$ cat src/rtl/chg_seq_pkg.sv
package chg_seq_pkg;

    typedef enum logic [2:0] {
        ST_SLEEP,
        ST_STANDBY,
        ST_PRECOND,
        ST_FAST,
        ST_DONE,
        ST_SUSPEND,
        ST_FAULT
    } chg_state_t;

    // deglitch filter slots
    localparam int DG_LOW   = 0;  // battery below precharge level
    localparam int DG_TERM  = 1;  // termination current
    localparam int DG_RCH   = 2;  // recharge request
    localparam int DG_SLEEP = 3;  // adapter lost
    localparam int DG_TEMP  = 4;  // pack temperature out of window
    localparam int NUM_DG   = 5;

endpackage

$ cat src/rtl/chg_deglitch.sv
module chg_deglitch #(
    parameter int TICKS = 375
) (
    input  logic clk,
    input  logic rst_n,
    input  logic tick,
    input  logic flag,
    output logic qual
);
    localparam int CW = $clog2(TICKS + 1);
    localparam logic [CW-1:0] LIM = CW'(TICKS);

    logic [CW-1:0] cnt_q;

    always_ff @(posedge clk or negedge rst_n) begin
        if (!rst_n) begin
            cnt_q <= '0;
        end else if (!flag) begin
            cnt_q <= '0;
        end else if (tick && (cnt_q != LIM)) begin
            cnt_q <= cnt_q + 1'b1;
        end
    end

    assign qual = flag && (cnt_q == LIM);
endmodule

$ cat src/rtl/chg_safety_timer.sv
module chg_safety_timer #(
    parameter int LIMIT = 1800
) (
    input  logic clk,
    input  logic rst_n,
    input  logic clr,
    input  logic run,
    output logic expired
);
    localparam int CW = $clog2(LIMIT + 1);
    localparam logic [CW-1:0] LIM = CW'(LIMIT);

    logic [CW-1:0] cnt_q;

    always_ff @(posedge clk or negedge rst_n) begin
        if (!rst_n) begin
            cnt_q <= '0;
        end else if (clr) begin
            cnt_q <= '0;
        end else if (run && (cnt_q != LIM)) begin
            cnt_q <= cnt_q + 1'b1;
        end
    end

    assign expired = (cnt_q == LIM);
endmodule

$ cat src/rtl/chg_phase_fsm.sv
module chg_phase_fsm
    import chg_seq_pkg::*;
(
    input  logic       clk,
    input  logic       rst_n,
    input  logic       chg_en_n,
    input  logic       uvlo,
    input  logic       otemp,
    input  logic       adp_ok,
    input  logic       above_pre,
    input  logic       ts_out,
    input  logic       low_q,
    input  logic       term_q,
    input  logic       rch_q,
    input  logic       sleep_q,
    input  logic       temp_q,
    input  logic       pre_exp,
    input  logic       fast_exp,
    output chg_state_t state_o,
    output logic       pre_en,
    output logic       fast_en,
    output logic       stat_chg_n,
    output logic       stat_done_n,
    output logic       supply_ok,
    output logic       fault
);
    chg_state_t state_q, state_d, start_st;
    logic       susp_fast_q;
    logic       paths_blocked;

    assign start_st = above_pre ? ST_FAST : ST_PRECOND;

    // state register and the phase to resume after suspend
    always_ff @(posedge clk or negedge rst_n) begin
        if (!rst_n) begin
            state_q     <= ST_SLEEP;
            susp_fast_q <= 1'b0;
        end else begin
            state_q <= state_d;
            if (state_d == ST_SUSPEND && state_q != ST_SUSPEND) begin
                susp_fast_q <= (state_q == ST_FAST);
            end
        end
    end

    // next state, highest priority first
    always_comb begin
        state_d = state_q;
        if (uvlo) begin
            state_d = ST_SLEEP;
        end else if (state_q == ST_SLEEP) begin
            if (adp_ok) begin
                state_d = chg_en_n ? ST_STANDBY : start_st;
            end
        end else if (sleep_q) begin
            state_d = ST_SLEEP;
        end else if (chg_en_n) begin
            state_d = ST_STANDBY;
        end else begin
            unique case (state_q)
                ST_SLEEP:   state_d = state_q;
                ST_STANDBY: state_d = start_st;
                ST_PRECOND: begin
                    if (pre_exp)        state_d = ST_FAULT;
                    else if (temp_q)    state_d = ST_SUSPEND;
                    else if (above_pre) state_d = ST_FAST;
                end
                ST_FAST: begin
                    if (fast_exp)       state_d = ST_FAULT;
                    else if (temp_q)    state_d = ST_SUSPEND;
                    else if (low_q)     state_d = ST_PRECOND;
                    else if (term_q)    state_d = ST_DONE;
                end
                ST_DONE: begin
                    if (rch_q)          state_d = start_st;
                end
                ST_SUSPEND: begin
                    if (!ts_out)        state_d = susp_fast_q ? ST_FAST : ST_PRECOND;
                end
                ST_FAULT:   state_d = ST_FAULT;
                default:    state_d = ST_SLEEP;
            endcase
        end
    end

    // outputs
    assign paths_blocked = uvlo | otemp;

    always_comb begin
        pre_en      = (state_q == ST_PRECOND) && !paths_blocked;
        fast_en     = (state_q == ST_FAST) && !paths_blocked;
        stat_chg_n  = !((state_q == ST_PRECOND) || (state_q == ST_FAST) || (state_q == ST_FAULT));
        stat_done_n = !((state_q == ST_DONE) || (state_q == ST_FAULT));
        supply_ok   = (state_q != ST_SLEEP);
        fault       = (state_q == ST_FAULT);
    end

    assign state_o = state_q;
endmodule

$ cat src/rtl/chg_seq_top.sv
module chg_seq_top
    import chg_seq_pkg::*;
#(
    parameter int DEGLITCH_TICKS = 375,
    parameter int PRECOND_TICKS  = 1800000,
    parameter int FAST_TICKS     = 25200000
) (
    input  logic clk,
    input  logic rst_n,
    input  logic tick,
    input  logic chg_en_n,
    input  logic tmr_en_n,
    input  logic bat_above_pre,
    input  logic bat_below_rch,
    input  logic cur_below_term,
    input  logic adp_above_bat,
    input  logic uvlo,
    input  logic otemp,
    input  logic ts_out_win,
    output logic pre_en,
    output logic fast_en,
    output logic stat_chg_n,
    output logic stat_done_n,
    output logic supply_ok,
    output logic fault
);
    logic [NUM_DG-1:0] dg_flag;
    logic [NUM_DG-1:0] dg_qual;
    chg_state_t        state;
    logic              timers_clr, tmr_tick, pre_exp, fast_exp;

    assign dg_flag[DG_LOW]   = !bat_above_pre;
    assign dg_flag[DG_TERM]  = cur_below_term && !bat_below_rch;
    assign dg_flag[DG_RCH]   = bat_below_rch;
    assign dg_flag[DG_SLEEP] = !adp_above_bat;
    assign dg_flag[DG_TEMP]  = ts_out_win;

    for (genvar g = 0; g < NUM_DG; g++) begin : g_dg
        chg_deglitch #(.TICKS(DEGLITCH_TICKS)) u_dg (
            .clk  (clk),
            .rst_n(rst_n),
            .tick (tick),
            .flag (dg_flag[g]),
            .qual (dg_qual[g])
        );
    end

    assign timers_clr = (state == ST_SLEEP) || (state == ST_STANDBY) || (state == ST_DONE);
    assign tmr_tick   = tick && !tmr_en_n && !otemp && !uvlo;

    chg_safety_timer #(.LIMIT(PRECOND_TICKS)) u_pre_tmr (
        .clk    (clk),
        .rst_n  (rst_n),
        .clr    (timers_clr),
        .run    (tmr_tick && (state == ST_PRECOND)),
        .expired(pre_exp)
    );

    chg_safety_timer #(.LIMIT(FAST_TICKS)) u_fast_tmr (
        .clk    (clk),
        .rst_n  (rst_n),
        .clr    (timers_clr),
        .run    (tmr_tick && (state == ST_FAST)),
        .expired(fast_exp)
    );

    chg_phase_fsm u_fsm (
        .clk        (clk),
        .rst_n      (rst_n),
        .chg_en_n   (chg_en_n),
        .uvlo       (uvlo),
        .otemp      (otemp),
        .adp_ok     (adp_above_bat),
        .above_pre  (bat_above_pre),
        .ts_out     (ts_out_win),
        .low_q      (dg_qual[DG_LOW]),
        .term_q     (dg_qual[DG_TERM]),
        .rch_q      (dg_qual[DG_RCH]),
        .sleep_q    (dg_qual[DG_SLEEP]),
        .temp_q     (dg_qual[DG_TEMP]),
        .pre_exp    (pre_exp),
        .fast_exp   (fast_exp),
        .state_o    (state),
        .pre_en     (pre_en),
        .fast_en    (fast_en),
        .stat_chg_n (stat_chg_n),
        .stat_done_n(stat_done_n),
        .supply_ok  (supply_ok),
        .fault      (fault)
    );
endmodule

$ cat config.mk
export PLATFORM = sky130hd
export DESIGN_NAME = chg_seq_top
export DESIGN_NICKNAME = d
export VERILOG_FILES = /design/src/rtl/chg_seq_pkg.sv /design/src/rtl/chg_deglitch.sv /design/src/rtl/chg_safety_timer.sv /design/src/rtl/chg_phase_fsm.sv /design/src/rtl/chg_seq_top.sv
export SDC_FILE = /design/constraint.sdc
export NUM_CORES = 1
export LEC_CHECK = 0
export ABC_AREA = 1
export BUFFER_PORTS_ARGS = -buffer_cell sky130_fd_sc_hd__clkbuf_2
export CORE_ASPECT_RATIO = 0.6
export CORE_UTILIZATION = 60
export CTS_CLUSTER_DIAMETER = 150
export DETAILED_ROUTE_END_ITERATION = 8
export MAX_ROUTING_LAYER = met4
export PLACE_DENSITY = 0.88
export RECOVER_POWER = 25
export SLEW_MARGIN = 10
export SYNTH_ARGS = -nofsm -noshare
export SYNTH_HDL_FRONTEND = slang
export SYNTH_SLANG_ARGS = --single-unit
$ cat constraint.sdc
create_clock -name clk -period 3.05 [get_ports clk]
set_input_delay 0.4575 -clock clk [delete_from_list [all_inputs] [get_ports clk]]
set_output_delay 0.4575 -clock clk [all_outputs]
set_load 0.005 [all_outputs]
==> flow_summary.json, run 1 <==
{
  "run_status": "finished with violations",
  "violations": "capacitance limit, slew limit",
  "fp.coreArea_um2": 9160,
  "finalSetupTns_ns": 0,
  "post-dp-hpwl_um": 9800,
  "layout.nets": 830,
  "grt-busiest-layer": "met2",
  "all_layer_global_routing_usage": 0.308,
  "critPathArrivalTime_ns": 2.41,
  "clock_latency_ns": 0.36,
  "power.share.clock": 0.425,
  "final_common_cell": "sky130_fd_sc_hd__nand2_1",
  "drv_slew": 41,
  "synth_top_cells_by_area": "sky130_fd_sc_hd__dfrtp_1 42%, sky130_fd_sc_hd__nand2_1 11%, sky130_fd_sc_hd__nor2_1 7.9%",
  "power-per-cell-area_nw_per_um2": 441,
  "grt_util_met3": 0.0663,
  "ctsResizeCount": 0,
  "maxCapViolations": 1,
  "floorplan.die_area_um2": 9850,
  "p_leak_nw": 2.75,
  "dieWidth_um": 127,
  "grt_overflow_total": 0,
  "via_count": 5405,
  "finClkSkew_ns": 0.0148,
  "routed_wirelength_um": 13400,
  "tritoncts": "done",
  "yosysTopAreaCellShare": 0.420,
  "layout.cells.most_common_list": "159 x sky130_fd_sc_hd__nand2_1, 119 x sky130_fd_sc_hd__nor2_1, 111 x sky130_fd_sc_hd__inv_1",
  "worst_hold_startpoint": "adp_above_bat",
  "report.final.setup_viol": 0,
  "routabilityCongestion": 0.980,
  "largest_fanout_on_the_critical_path": 6,
  "port_buffers": 17,
  "period_minus_slack_ns": 2.17,
  "numCtsBuffers": 9,
  "layout-area-overhead-vs-synth_pct": 9.80,
  "min_delay_worst_endpoint": "g_dg[3].u_dg.cnt_q[5]$_DFFE_PN0P_",
  "cts_hold_buffers": 0,
  "grt_antenna_before_repair": 0,
  "post_route_antenna_net_violation_count": 0,
  "synth.net_count": 807,
  "final_min_period_over_clock_period": 0.711,
  "tightest_slew_ns": 2.26,
  "seq_area_frac_synth": 0.420,
  "pwr-share-comb": 0.103,
  "die_h_um": 77.3,
  "timing.hold.worst.class": "primary input to flip-flop",
  "post_cts.repair.setup_buffers": 0,
  "placementRows": 27,
  "reg2reg_setup_slack_ns": 0.88,
  "internal-power_mw": 2.03,
  "ir_worst_vdd_v": 0.000290,
  "syn-cell-area_um2": 5670,
  "max_slew_margin": -0.510,
  "gr-usage-met2": 0.451,
  "numClockSinks": 95,
  "clk_pin_slew_ns": 0.07,
  "warnings_from_yosys": 0,
  "avgSynthCellArea_um2": 7.21,
  "worst_hold_path.num_cells": 2,
  "seqPwrFrac": 0.473,
  "cts_buffer_depth": 2,
  "grt_pass1_vias": 5008,
  "netlist.top_cell.by_area": "sky130_fd_sc_hd__dfrtp_1",
  "clock-root-buffer": "sky130_fd_sc_hd__clkbuf_16",
  "number_of_detailed_route_iterations_in_the_first_pass": 5,
  "initial_utilization": 0.619,
  "cts_max_level": 3,
  "postSynthRegisterBits": 95,
  "fillerInstances": 734,
  "grt_use_met1": 0.428,
  "global_route_wire_length_before_repair_um": 23400,
  "detailed_place.area_um2": 5920,
  "grt_setup_unrepaired": "false",
  "diodes": 0,
  "layout.area.seq_um2": 2380,
  "avgRoutedWirePerCell_um": 14.2,
  "area_occupied_by_multi_input_gates_um2": 2800,
  "largest_net_degree_at_the_start_of_global_routing": 56,
  "vias_per_cell": 5.73,
  "ys_types": 43,
  "drive_above_1_share": 0.0873,
  "crit_path_start_kind": "flip-flop",
  "synth_edf_count": 0,
  "postLayoutCellArea_um2": 6220,
  "fmax_mhz": 461,
  "top_level_pins": 18,
  "ys.flop_type": "sky130_fd_sc_hd__dfrtp_1",
  "critPathCaptureType": "flip-flop",
  "reported_net_switching_power_mw": 0.715,
  "post_synthesis_cell_count": 786,
  "worstReg2RegEnd": "g_dg[0].u_dg.cnt_q[8]$_DFFE_PN0P_",
  "hold_viol_final": 0,
  "reg2reg_from": "g_dg[0].u_dg.cnt_q[0]$_DFFE_PN0P_",
  "switching_share": 0.260,
  "timing.setup.critical_path_class": "flip-flop to flip-flop",
  "r2r.worst_path.cells": 11,
  "post-route-drc-count": 0,
  "async_reset_ff_frac": 1.00,
  "crit_required_ns": 3.29,
  "detail_route.iter0.violations": 551
}
## synthesized netlist by cell type (all sizes together), types with 5 or more instances
| library cell | count |
|---|---|
| a211oi | 5 |
| a21oi | 47 |
| and3 | 5 |
| clkbuf | 5 |
| dfrtp | 95 |
| ha | 9 |
| inv | 122 |
| nand2 | 165 |
| nand3 | 45 |
| nand4 | 18 |
| nor2 | 128 |
| nor3 | 48 |
| nor4 | 8 |
| o21ai | 55 |
| o31ai | 6 |
| xor2 | 9 |
## sequential cells by signal, summed over array words and instances, names as in the netlist
| register | flops |
|---|---|
| g_dg.u_dg.cnt_q | 45 |
| u_fsm.state_o | 3 |
| u_fsm.susp_fast_q | 1 |
| u_fast_tmr.cnt_q | 25 |
| u_pre_tmr.cnt_q | 21 |
## power groups by stage
| stage | clock [mW] | combinational, mW | sequential [mW] |
|---|---|---|---|
| finish | 1.17 | 0.282 | 1.30 |
| global placement | 0 | 0.271 | 1.32 |
| CTS | 1.17 | 0.282 | 1.30 |
| floorplan | 0 | 0.179 | 1.32 |
| global route | 1.23 | 0.323 | 1.30 |
| detailed placement | 0 | 0.279 | 1.32 |
## worst max path at each step
stage / from / to / depth (start not counted)
after floorplan: g_dg[0].u_dg.cnt_q[0]$_DFFE_PN0P_ / g_dg[0].u_dg.cnt_q[8]$_DFFE_PN0P_ / 12
after global placement: uvlo / u_pre_tmr.cnt_q[15]$_DFFE_PN0P_ / 11
after detailed placement: uvlo / u_pre_tmr.cnt_q[16]$_DFFE_PN0P_ / 14
after CTS: g_dg[0].u_dg.cnt_q[0]$_DFFE_PN0P_ / g_dg[0].u_dg.cnt_q[8]$_DFFE_PN0P_ / 11
after global routing: rst_n / u_fsm.state_o[1]$_DFF_PN0_ / 1
final: g_dg[0].u_dg.cnt_q[0]$_DFFE_PN0P_ / g_dg[0].u_dg.cnt_q[8]$_DFFE_PN0P_ / 11
## final cells by class
| class | instances | share of cell area |
|---|---|---|
| tap | 130 | 0.0261 |
| multi-input combinational | 561 | 0.450 |
| inverter | 123 | 0.0746 |
| clock buffer | 11 | 0.0406 |
| sequential | 95 | 0.382 |
| timing repair buffer | 19 | 0.0179 |
| clock inverter | 4 | 0.00865 |
## routing by layer
metal | routed length (µm) | vias to the layer above | share of wire
li1 | - | 2618 | -
met1 | 6330 | 2535 | 0.47
met2 | 5860 | 224 | 0.44
met3 | 1000 | 28 | 0.075
met4 | 235 | 0 | 0.018
met5 | 0 | - | 0
## cell families (layout without fill, tap and decap cells)
kind of cell / Yosys count / in the layout / synth area share
AO/OA/AOI/OAI: 121 / 121 / 0.117
AND/OR/NAND/NOR: 422 / 422 / 0.343
XOR/XNOR: 9 / 9 / 0.0139
buffers and inverters: 130 / 157 / 0.0870
adder cells (fa/ha/maj): 9 / 9 / 0.0199
flip-flops: 95 / 95 / 0.420
## critical path, stage by stage, from the launching register on
cell,delay [ns]
sky130_fd_sc_hd__dfrtp_1,0.42
sky130_fd_sc_hd__ha_1,0.23
sky130_fd_sc_hd__nand2_1,0.10
sky130_fd_sc_hd__nor2_1,0.06
sky130_fd_sc_hd__and3_1,0.13
sky130_fd_sc_hd__or2_1,0.29
sky130_fd_sc_hd__nor2_1,0.15
sky130_fd_sc_hd__nand2_1,0.13
sky130_fd_sc_hd__nor3_1,0.23
sky130_fd_sc_hd__nand2_1,0.13
sky130_fd_sc_hd__o21ai_1,0.13
sky130_fd_sc_hd__a21oi_1,0.06
## metrics by stage
step                      power, mW  setup WS [ns]  utilization  cells  hold slack (ns)
after floorplan                1.50           1.11            -    786            0.162
after global placement         1.59          0.902        0.647    928            0.451
after detailed placement       1.60          0.808        0.647    928            0.471
after CTS                      2.75          0.928        0.680    943            0.112
after global routing           2.86          0.517        0.680    943            0.388
final                          2.75          0.881        0.680    943            0.361
Note: power is estimated with default switching activity, not from simulation.
==> inputs of run 2 (changes only) <==
- CORE_UTILIZATION: 60 -> 57
- clock period: 3.05 -> 1.94 ns (I/O delays scaled with it)
==> run 2 against run 1 <==
The flow finishes with violations (setup timing). Critical path depth up 5. Sequential share of layout area down 3.8 points. Clock power up 62%.
==> flow_summary.json, run 2 (synthesis results as in run 1) <==
{
  "layout.cells.most_common_list": "149 x sky130_fd_sc_hd__nand2_1, 102 x sky130_fd_sc_hd__nor2_1, 98 x sky130_fd_sc_hd__inv_1",
  "vias_per_cell": 5.74,
  "cp_slowest_cell": "sky130_fd_sc_hd__dfrtp_1",
  "reported_net_switching_power_mw": 1.18,
  "tightest_slew_ns": 0.850,
  "pwr-share-comb": 0.125,
  "drv_slew": 0,
  "area_occupied_by_multi_input_gates_um2": 3090,
  "power.share.clock": 0.422,
  "detail_route.iter0.violations": 506,
  "via_count": 5737,
  "crit_chain": "ha_2 > nand2_4 > nor2_4 > nand4_1 > nand2_1 > nand2_1 > nand2_1 > nand2_1 > nand3_1 > nand2_1 > nand2_1 > nand2_2 > nand2_2 > nor2_2 > nor2_1 > nor2_1",
  "tritoncts": "done",
  "grt_pass1_vias": 5227,
  "instances_no_fill": 999,
  "seqPwrFrac": 0.453,
  "number_of_detailed_route_iterations_in_the_first_pass": 6,
  "clock-root-buffer": "sky130_fd_sc_hd__clkbuf_16",
  "largest_register_ff_count": 45,
  "switching_share": 0.263,
  "crit_buf_inv": 0,
  "grt_setup_unrepaired": "true",
  "ir_worst_vdd_v": 0.000518,
  "global_route_wire_length_before_repair_um": 24400,
  "period_minus_slack_ns": 2.02,
  "cts_buffer_depth": 2,
  "layout.area.seq_um2": 2390,
  "post-dp-hpwl_um": 10600,
  "report.final.setup_viol": 4,
  "maxCapViolations": 0,
  "clock_latency_ns": 0.35,
  "port_buffers": 17,
  "reg.largest.list": "g_dg.u_dg.cnt_q x45, u_fast_tmr.cnt_q x25, u_pre_tmr.cnt_q x21",
  "post_route_antenna_net_violation_count": 0,
  "numClockSinks": 95,
  "crit_family": "simple AND/OR/NAND/NOR gates",
  "routed_wirelength_um": 15400,
  "fmax_mhz": 496,
  "placementRows": 27,
  "drive_above_1_share": 0.223,
  "top_level_pins": 18,
  "crit_path_start_kind": "flip-flop",
  "final_min_period_over_clock_period": 1.04,
  "clk_pin_slew_ns": 0.07,
  "all_layer_global_routing_usage": 0.312,
  "largest_reg_by_ff_count": "g_dg.u_dg.cnt_q",
  "hold_viol_final": 0,
  "grt_antenna_before_repair": 0,
  "post-route-drc-count": 0,
  "die_h_um": 79.2,
  "timing.setup.critical_path_class": "flip-flop to flip-flop",
  "grt_overflow_total": 0,
  "internal-power_mw": 3.32,
  "dp_cells": 953,
  "worst_path_most_repeated_cell": "sky130_fd_sc_hd__nand2_1",
  "p_leak_nw": 3.16,
  "crit_required_ns": 2.18,
  "fillerInstances": 641,
  "finClkSkew_ns": 0.00812,
  "worst_hold_slack_ns": 0.215,
  "numCtsBuffers": 9,
  "layout-area-overhead-vs-synth_pct": 22.4,
  "run_status": "finished with violations",
  "avgRoutedWirePerCell_um": 15.4,
  "violations": "setup timing",
  "setup_slack_ns": -0.0778,
  "largest_net_degree_at_the_start_of_global_routing": 40,
  "critPathCaptureType": "flip-flop",
  "routabilityCongestion": 0.952,
  "power-per-cell-area_nw_per_um2": 648,
  "cts_max_level": 3,
  "max_slew_margin": 0.433,
  "largest_fanout_on_the_critical_path": 3,
  "timing.hold.worst.class": "primary input to flip-flop",
  "floorplan.die_area_um2": 10400,
  "final_common_cell": "sky130_fd_sc_hd__nand2_1",
  "crit_path_max_incr_delay_ns": 0.38,
  "initial_utilization": 0.601,
  "dieWidth_um": 131,
  "diodes": 0,
  "fp.coreArea_um2": 9430,
  "critPathArrivalTime_ns": 2.26,
  "layout.nets": 885
}
run 2: changes by cell type in the layout (fill, tap and decap cells not counted), moves of 10 or more:
cell / previous run / this run
sky130_fd_sc_hd__inv_1: 111 / 98
sky130_fd_sc_hd__buf_4: 1 / 53
sky130_fd_sc_hd__inv_2: 10 / 24
sky130_fd_sc_hd__nor2_2: 4 / 14
sky130_fd_sc_hd__nor2_1: 119 / 102
sky130_fd_sc_hd__nand2_1: 159 / 149
run 2: final timing paths:
check                                                   from                           endpoint  slack [ns]  cells after the start
min reg2reg                g_dg[4].u_dg.cnt_q[8]$_DFFE_PN0P_  g_dg[4].u_dg.cnt_q[8]$_DFFE_PN0P_        0.49                      1
max reg2reg                g_dg[0].u_dg.cnt_q[1]$_DFFE_PN0P_      u_fsm.susp_fast_q$_DFFE_PN0P_       -0.08                     16
min                                            adp_above_bat  g_dg[3].u_dg.cnt_q[5]$_DFFE_PN0P_        0.21                      2
max in group asynchronous                              rst_n     u_pre_tmr.cnt_q[9]$_DFFE_PN0P_        0.21                      3
max                        g_dg[0].u_dg.cnt_q[1]$_DFFE_PN0P_      u_fsm.susp_fast_q$_DFFE_PN0P_       -0.08                     16
min in group asynchronous                              rst_n  g_dg[1].u_dg.cnt_q[8]$_DFFE_PN0P_        0.56                      2
run 2: routing by layer:
metal | track usage | part of all wire | vias to the layer above
met2 | 0.478 | 0.46 | 286
met5 | - | 0 | -
met3 | 0.0613 | 0.083 | 41
li1 | - | - | 2719
met1 | 0.423 | 0.44 | 2691
met4 | 0.0897 | 0.018 | 0
run 2: per-stage QoR:
step / utilization / total power [mW] / worst slack [ns] / TNS [ns] / cell area [µm²]
after floorplan: - / 2.35 / 0.0488 / 0 / 5670
after detailed placement: 0.648 / 2.55 / -0.0706 / -0.193 / 6110
after CTS: 0.690 / 4.43 / 0.00194 / 0 / 6500
final: 0.736 / 4.50 / -0.0778 / -0.133 / 6940
after global routing: 0.736 / 4.65 / -0.190 / -2.08 / 6940
after global placement: 0.648 / 2.53 / 0.00689 / 0 / 6110
run 2: what timing repair did:
action / CTS / global route
buffers inserted: 3 / 26
hold endpoints to repair: 11 / 0
hold buffers: 1 / 0
gates resized for setup: 13 / 81
endpoints found under the setup margin: 10 / 36
pin swaps: 3 / 34
run 2: final cells by class:
type | instances | share of cell area
clock buffer | 10 | 0.0330
inverter | 123 | 0.0669
tap | 130 | 0.0234
timing repair buffer | 74 | 0.0752
clock inverter | 6 | 0.0121
sequential | 95 | 0.344
multi-input combinational | 561 | 0.445
run 2: power groups by stage:
| stage | sequential [mW] | combinational [mW] | clock (mW) |
|---|---|---|---|
| after floorplan | 2.07 | 0.282 | 0 |
| after global placement | 2.07 | 0.458 | 0 |
| after detailed placement | 2.08 | 0.473 | 0 |
| after CTS | 2.04 | 0.490 | 1.90 |
| after global routing | 2.04 | 0.618 | 2.00 |
| final | 2.04 | 0.562 | 1.90 |
